<file path="src/rtl/tdma_pkg.sv">
package tdma_pkg;
    parameter int TIME_W  = 8;
    parameter int ADDR_W  = 10;
    parameter int LEN_W   = 6;
    parameter int MAX_LEN = 32;

    typedef struct packed {
        logic              rx;
        logic [TIME_W-1:0] at;
        logic [ADDR_W-1:0] addr;
        logic [LEN_W-1:0]  len;
    } entry_t;

    localparam int ENTRY_W = $bits(entry_t);
endpackage

</file>
<file path="src/rtl/tdma_table.sv">
module tdma_table #(
    parameter int DEPTH = 64,
    parameter int IDX_W = 6
) (
    input  logic                         clk,
    input  logic                         we,
    input  logic [IDX_W-1:0]             waddr,
    input  logic [tdma_pkg::ENTRY_W-1:0] wdata,
    input  logic [IDX_W-1:0]             raddr,
    output tdma_pkg::entry_t             rdata
);
    tdma_pkg::entry_t mem_q [DEPTH];

    always_ff @(posedge clk) begin
        if (we) mem_q[waddr] <= tdma_pkg::entry_t'(wdata);
    end

    assign rdata = mem_q[raddr];
endmodule

</file>
<file path="src/rtl/tdma_tick.sv">
module tdma_tick #(
    parameter int TICK_DIV = 8
) (
    input  logic clk,
    input  logic rst_n,
    output logic tick
);
    localparam int CNT_W = (TICK_DIV > 2) ? $clog2(TICK_DIV) : 1;

    typedef struct packed {
        logic [CNT_W-1:0] cnt;
        logic             tick;
    } tk_t;

    tk_t tk_d, tk_q;

    always_comb begin
        tk_d      = tk_q;
        tk_d.tick = (tk_q.cnt == CNT_W'(TICK_DIV - 1));
        tk_d.cnt  = tk_d.tick ? '0 : tk_q.cnt + CNT_W'(1);
    end

    always_ff @(posedge clk) begin
        if (!rst_n) tk_q <= '0;
        else        tk_q <= tk_d;
    end

    assign tick = tk_q.tick;


    tick_single_chk: assert property (@(posedge clk) disable iff (!rst_n)
        tick |=> !tick);
endmodule

</file>
<file path="src/rtl/tdma_sequencer.sv">
module tdma_sequencer #(
    parameter int NUM_SLOTS  = 4,
    parameter int MAX_ROUNDS = 16,
    parameter int ROUND_LEN  = 16,
    parameter int TICK_DIV   = 8,
    parameter int GT_W       = 32,
    localparam int SLOT_W    = $clog2(NUM_SLOTS),
    localparam int RND_W     = $clog2(MAX_ROUNDS),
    localparam int IDX_W     = SLOT_W + RND_W,
    localparam int RT_W      = $clog2(ROUND_LEN),
    localparam int ENTRY_W   = tdma_pkg::ENTRY_W,
    localparam int ADDR_W    = tdma_pkg::ADDR_W,
    localparam int LEN_W     = tdma_pkg::LEN_W
) (
    input  logic               clk,
    input  logic               rst_n,
    input  logic [1:0]         cfg_rounds,
    input  logic [SLOT_W-1:0]  local_slot,
    input  logic               tbl_we,
    input  logic [IDX_W-1:0]   tbl_waddr,
    input  logic [ENTRY_W-1:0] tbl_wdata,
    output logic               tx_start,
    output logic               rx_start,
    output logic [ADDR_W-1:0]  cmd_addr,
    output logic [LEN_W-1:0]   cmd_len,
    output logic [RND_W-1:0]   cmd_round,
    output logic [SLOT_W-1:0]  cmd_slot,
    output logic [GT_W-1:0]    global_time,
    output logic               tick,
    output logic               cfg_err
);
    import tdma_pkg::*;

    typedef struct packed {
        logic [GT_W-1:0]   gtime;
        logic [RT_W-1:0]   rtime;
        logic [RND_W-1:0]  round;
        logic [SLOT_W-1:0] slot;
        logic              done;
        logic [TIME_W-1:0] prev_at;
        logic              tx;
        logic              rx;
        logic [ADDR_W-1:0] addr;
        logic [LEN_W-1:0]  len;
        logic [RND_W-1:0]  c_round;
        logic [SLOT_W-1:0] c_slot;
        logic              err;
    } st_t;

    st_t    st_d, st_q;
    entry_t cur;
    logic [5:0]       rcount;
    logic [RND_W-1:0] last_round;
    logic             bad_order, bad_len, at_hit, fire;

    tdma_table #(.DEPTH(MAX_ROUNDS * NUM_SLOTS), .IDX_W(IDX_W)) u_table (
        .clk   (clk),
        .we    (tbl_we),
        .waddr (tbl_waddr),
        .wdata (tbl_wdata),
        .raddr ({st_q.round, st_q.slot}),
        .rdata (cur)
    );

    tdma_tick #(.TICK_DIV(TICK_DIV)) u_tick (
        .clk   (clk),
        .rst_n (rst_n),
        .tick  (tick)
    );

    always_comb begin
        rcount = 6'd2 << cfg_rounds;
        if (rcount > 6'(MAX_ROUNDS)) rcount = 6'(MAX_ROUNDS);
        last_round = RND_W'(rcount - 6'd1);

        bad_order = !st_q.done && (st_q.slot != '0) && (cur.at <= st_q.prev_at);
        at_hit    = !st_q.done && !bad_order && (TIME_W'(st_q.rtime) == cur.at);
        bad_len   = at_hit && !cur.rx && (st_q.slot == local_slot)
                    && (cur.len > LEN_W'(MAX_LEN));

        st_d       = st_q;
        st_d.gtime = st_q.gtime + GT_W'(1);
        st_d.tx    = 1'b0;
        st_d.rx    = 1'b0;

        if (bad_order || bad_len) st_d.err = 1'b1;

        fire = 1'b0;
        if (at_hit) begin
            st_d.prev_at = cur.at;
            if (cur.rx) begin
                st_d.rx = 1'b1;
                fire    = 1'b1;
            end else if (st_q.slot == local_slot && cur.len != '0 && !bad_len) begin
                st_d.tx = 1'b1;
                fire    = 1'b1;
            end
        end
        if (fire) begin
            st_d.addr    = cur.addr;
            st_d.len     = cur.len;
            st_d.c_round = st_q.round;
            st_d.c_slot  = st_q.slot;
        end

        if (bad_order || at_hit) begin
            if (st_q.slot == SLOT_W'(NUM_SLOTS - 1)) st_d.done = 1'b1;
            else                                     st_d.slot = st_q.slot + SLOT_W'(1);
        end

        if (st_q.rtime == RT_W'(ROUND_LEN - 1)) begin
            st_d.rtime   = '0;
            st_d.slot    = '0;
            st_d.done    = 1'b0;
            st_d.prev_at = '0;
            st_d.round   = (st_q.round >= last_round) ? '0 : st_q.round + RND_W'(1);
        end else begin
            st_d.rtime = st_q.rtime + RT_W'(1);
        end
    end

    always_ff @(posedge clk) begin
        if (!rst_n) st_q <= '0;
        else        st_q <= st_d;
    end

    assign tx_start    = st_q.tx;
    assign rx_start    = st_q.rx;
    assign cmd_addr    = st_q.addr;
    assign cmd_len     = st_q.len;
    assign cmd_round   = st_q.c_round;
    assign cmd_slot    = st_q.c_slot;
    assign global_time = st_q.gtime;
    assign cfg_err     = st_q.err;


    one_cmd_chk: assert property (@(posedge clk) disable iff (!rst_n)
        !(tx_start && rx_start));


    tx_owner_chk: assert property (@(posedge clk) disable iff (!rst_n)
        tx_start |-> (cmd_slot == local_slot));


    tx_len_chk: assert property (@(posedge clk) disable iff (!rst_n)
        tx_start |-> (cmd_len != '0 && cmd_len <= LEN_W'(MAX_LEN)));


    err_hold_chk: assert property (@(posedge clk) disable iff (!rst_n)
        cfg_err |=> cfg_err);


    time_step_chk: assert property (@(posedge clk) disable iff (!rst_n)
        1'b1 |=> (global_time == $past(global_time) + GT_W'(1)));


    round_range_chk: assert property (@(posedge clk) disable iff (!rst_n)
        (tx_start || rx_start) |-> (cmd_round <= last_round));
endmodule

</file>
<file path="config.mk">
export PLATFORM = sky130hd
export DESIGN_NAME = tdma_sequencer
export DESIGN_NICKNAME = d
export VERILOG_FILES = /design/src/rtl/tdma_pkg.sv /design/src/rtl/tdma_table.sv /design/src/rtl/tdma_tick.sv /design/src/rtl/tdma_sequencer.sv
export SDC_FILE = /design/constraint.sdc
export NUM_CORES = 2
export LEC_CHECK = 0
export BUFFER_PORTS_ARGS = -buffer_cell sky130_fd_sc_hd__buf_2
export CORE_AREA = 2 2 565 342
export CTS_CLUSTER_SIZE = 24
export DETAILED_ROUTE_END_ITERATION = 10
export DIE_AREA = 0 0 567 344
export PLACE_DENSITY = 0.46
export REMOVE_ABC_BUFFERS = 1
export SYNTH_ARGS = -nofsm -noshare
export SYNTH_HDL_FRONTEND = slang
export SYNTH_HIERARCHICAL = 1
export SYNTH_SLANG_ARGS = --single-unit
</file>
<file path="constraint.sdc">
create_clock -name clk -period 5.7 [get_ports clk]
set_input_delay 1.14 -clock clk [delete_from_list [all_inputs] [get_ports clk]]
set_output_delay 1.14 -clock clk [all_outputs]
set_load 0.1 [all_outputs]
</file>
==> key figures <==
Yosys
  • Avg Cell Area, Syn: 20.2 µm²
  • Top_reg_cell synth: edfxtp_1
  • Ys async rst share: 0%
  • Mapped Cells: 3,275
  • Count of different cell masters after synthesis: 71
  • Syn. warnings: 6
  • Largest cells by area after synthesis: edfxtp_1, mux4_2, dfxtp_1
  • Sequential share of the synthesized area: 75.1%
  • Post-synth EDFFs: 1,600
  • Cell taking the most area after synthesis: edfxtp_1
  • Synthesized cell area: 66,100 µm²
  • Number of synthesized register bits: 1,680
  • Top cell type's share of synthesized area: 72.6%

Drt
  • Via count: 33,300
  • WL final: 191,000 µm
  • Final ANT Viol Nets: 0
  • DR pass1 iterations: 5
  • Initial DRC count: 4,001
  • Drt wl/cell: 31.0 µm
  • Vias per Instance: 5.40
  • DRC: 0

Setup path
  • WP buf/inv: 2
  • Crit path kind: reg -> reg
  • Critical path origin: st_q[34]
  • Most frequent CP cell: mux2i_1
  • CP delay by family, top: multiplexers
  • CP arrival: 5910 ps
  • Worst flop-to-flop path startpoint: st_q[34]
  • CP required: 6400 ps
  • Critical Path Fanout Max: 31
  • Crit-path max cell delay: 820 ps
  • Worst path slowest cell: dfxtp_4
  • CP Cell Sequence: buf_12 > mux4_2 > mux2i_1 > a22oi_1 > o311ai_1 > a21oi_1 > inv_1 > ha_1 > nand4_1 > or4_2 > nand2_1 > or3b_1 > nor2_8 > mux2i_1
  • Startpoint types: flip-flop
  • CP endpoint kind: flip-flop

Hold path
  • Worst hold start: u_tick/tk_q[1]
  • Hold Crit Class: reg -> reg

Global routing
  • GRT Overall Usage: 19.4%
  • First-pass GRT wire length: 265,000 µm
  • Initial antenna violation count: 12
  • Via count of the first global-routing pass: 32,100
  • Largest net degree at the start of global routing: 65
  • Total grt overflow: 0

Power and ir drop
  • Clock Power Share: 43.2%
  • Combinational power share: 2.0%
  • P per Cell Area: 330 nW/µm²
  • Post-layout total power: 24.9 mW
  • Lkg Pwr: 23.0 nW
  • Sequential power share: 54.8%
  • Max VDD drop: 229 µV
  • Switch share: 20.5%
  • Switching power: 5.10 mW
  • Cell Int Power: 19.8 mW

Finish
  • Multi-input gate area: 15,100 µm²
  • Most common cell after layout, fill and taps aside: edfxtp_1
  • Most frequent cells in the layout: edfxtp_1, mux4_2, buf_4
  • Register area: 49,700 µm²
  • Layout cells sized above 1: 29.5%
  • Area grow syn2layout: 14.0%
  • Design Area, Final: 75,400 µm²
  • Final #Nets: 3,573
  • # fillers: 16,900

Floorplanning
  • Rows: 124
  • # IOs: 96
  • Starting density of the core: 34.9%
  • Total Die Area: 195,000 µm²
  • Die X: 567 µm
  • Die height: 344 µm
  • Core area: 190,000 µm²

STA
  • Setup WS post-layout: 495 ps
  • Min Tclk post-route: 5200 ps
  • RSZ-0062 raised after global routing: false
  • Least-Margin Pin Slew: 1310 ps
  • Slew headroom: 11.9%
  • FMAX: 192 MHz
  • Max-slew violations: 0
  • Final worst-path cycle share: 91.3%
  • Final hold vios: 0
  • Final clock skew: 41.2 ps
  • Setup violators final: 0

Placement
  • Worst slack at placement: 613 ps
  • DP Wirelength: 119,000 µm
  • I/O Buffers: 95
  • GP Congestion: 0.820
  • Dpl cell area: 70,200 µm²

CTS
  • Total clock sinks: 1,680
  • Setup bufs post-CTS: 0
  • Longest Clk Path Bufs: 4
  • Worst-path clk slew: 70 ps
  • Count of cells resized by post-cts repair: 0
  • CTS Hold Buffers Added: 0
  • # H-tree levels: 4
  • Skew-Pair Late Insertion Delay: 780 ps
  • TritonCTS buffer count: 165
  • CTS Root Cell: clkbuf_16
  • TritonCTS clock tree: yes

Flow run
  • MaxCap Viol Count: 0

Outcome
  • Status: completed
==> through the flow <==
step / hold slack [ps] / setup TNS [ps] / std cells / util [%]
6_report: 450 / 0 / 6171 / 39.7
5_1_grt: 464 / 0 / 6160 / 39.7
4_1_cts: 452 / 0 / 6160 / 39.7
3_5_place_dp: 443 / 0 / 5870 / 37.0
3_3_place_gp: 434 / 0 / 5870 / 37.0
2_1_floorplan: 419 / -657440 / 3041 / -
==> layer usage <==
metal	up-vias	global-route usage (%)	share of wire (%)
li1	13900	-	-
met1	18000	31.9	50
met2	1219	25.2	39
met3	215	4.98	8.8
met4	2	3.56	1.7
met5	-	0	0.0099
==> worst paths after layout <==
check,end,slack (ps),cells past startpoint
worst min-delay path,u_tick/tk_q[1],450,1
worst max register to register,cmd_addr[3],500,14
worst min register to register,u_tick/tk_q[1],450,1
worst max-delay path,cmd_addr[3],500,14
==> worst register-to-register path, cell delays in order, from the launching register on <==
cell      delay, ps
dfxtp_4         820
buf_12          360
mux4_2          530
mux2i_1         700
a22oi_1         320
o311ai_1        240
a21oi_1         170
inv_1            90
ha_1            220
nand4_1         130
or4_2           130
nand2_1         100
or3b_1          560
nor2_8          490
mux2i_1         270
==> area by class of cell <==
cell class	count	share of cell area [%]
flip-flops and latches	1680	65.8
multi-input cells	1347	20.0
well taps	2520	4.18
diodes	11	0.0365
inverters	14	0.0697
repair buffers	309	2.98
clock inverters	93	1.03
clock buffers	197	5.82
==> cell usage after synthesis (5+ instances only) <==
cell type / number
mux4_1: 8
o311ai_1: 18
mux4_2: 302
o22ai_1: 97
edfxtp_1: 1600
clkbuf_1: 54
and3_1: 6
xor2_1: 6
buf_8: 5
a22oi_1: 27
buf_1: 8
buf_6: 32
buf_2: 49
mux2i_1: 153
nor2b_1: 28
a211oi_1: 19
a22o_1: 18
xnor2_1: 31
o21ai_0: 42
nand4_1: 12
o211ai_1: 21
nor3_1: 35
nand3b_1: 7
or4_1: 6
or3_1: 6
buf_4: 72
nand2_1: 83
a22oi_2: 10
a21oi_1: 28
mux2_2: 126
ha_1: 18
o22a_1: 7
nand2b_1: 6
buf_12: 11
or3b_2: 5
and2_1: 30
dfxtp_1: 80
and4_1: 5
inv_1: 14
nand3_1: 24
a21o_1: 20
nor2_1: 99
a31o_1: 6
==> registers in the layout, indices dropped and copies added, names as in the netlist <==
| name | count |
|---|---|
| cmd_round | 4 |
| cmd_len | 6 |
| cmd_slot | 2 |
| u_tick/tk_q | 3 |
| st_q | 19 |
| u_tick/tick | 1 |
| global_time | 32 |
| tx_start | 1 |
| u_table/mem_q | 1600 |
| cmd_addr | 10 |
| cfg_err | 1 |
| rx_start | 1 |
==> power groups by stage <==
stage               combinational [mW]  sequential [mW]  clock, mW
floorplan                        0.133             13.9          0
global placement                 0.502             13.9          0
detailed placement               0.507             13.9          0
CTS                              0.505             13.6       11.0
global route                     0.533             13.6       11.5
finish                           0.496             13.6       10.7
==> kinds of logic (layout without fill, tap and decap cells) <==
group,after synthesis,count (layout),share of synthesized area [%]
compound gates,327,327,3.46
xor+xnor,37,37,0.490
fa+ha+maj,18,18,0.340
buf+inv,248,613,2.65
flops,1680,1680,75.1
mux,589,589,15.1
other cells,0,11,0
simple gates,376,376,2.94
Note: power is estimated with default switching activity, not from simulation.
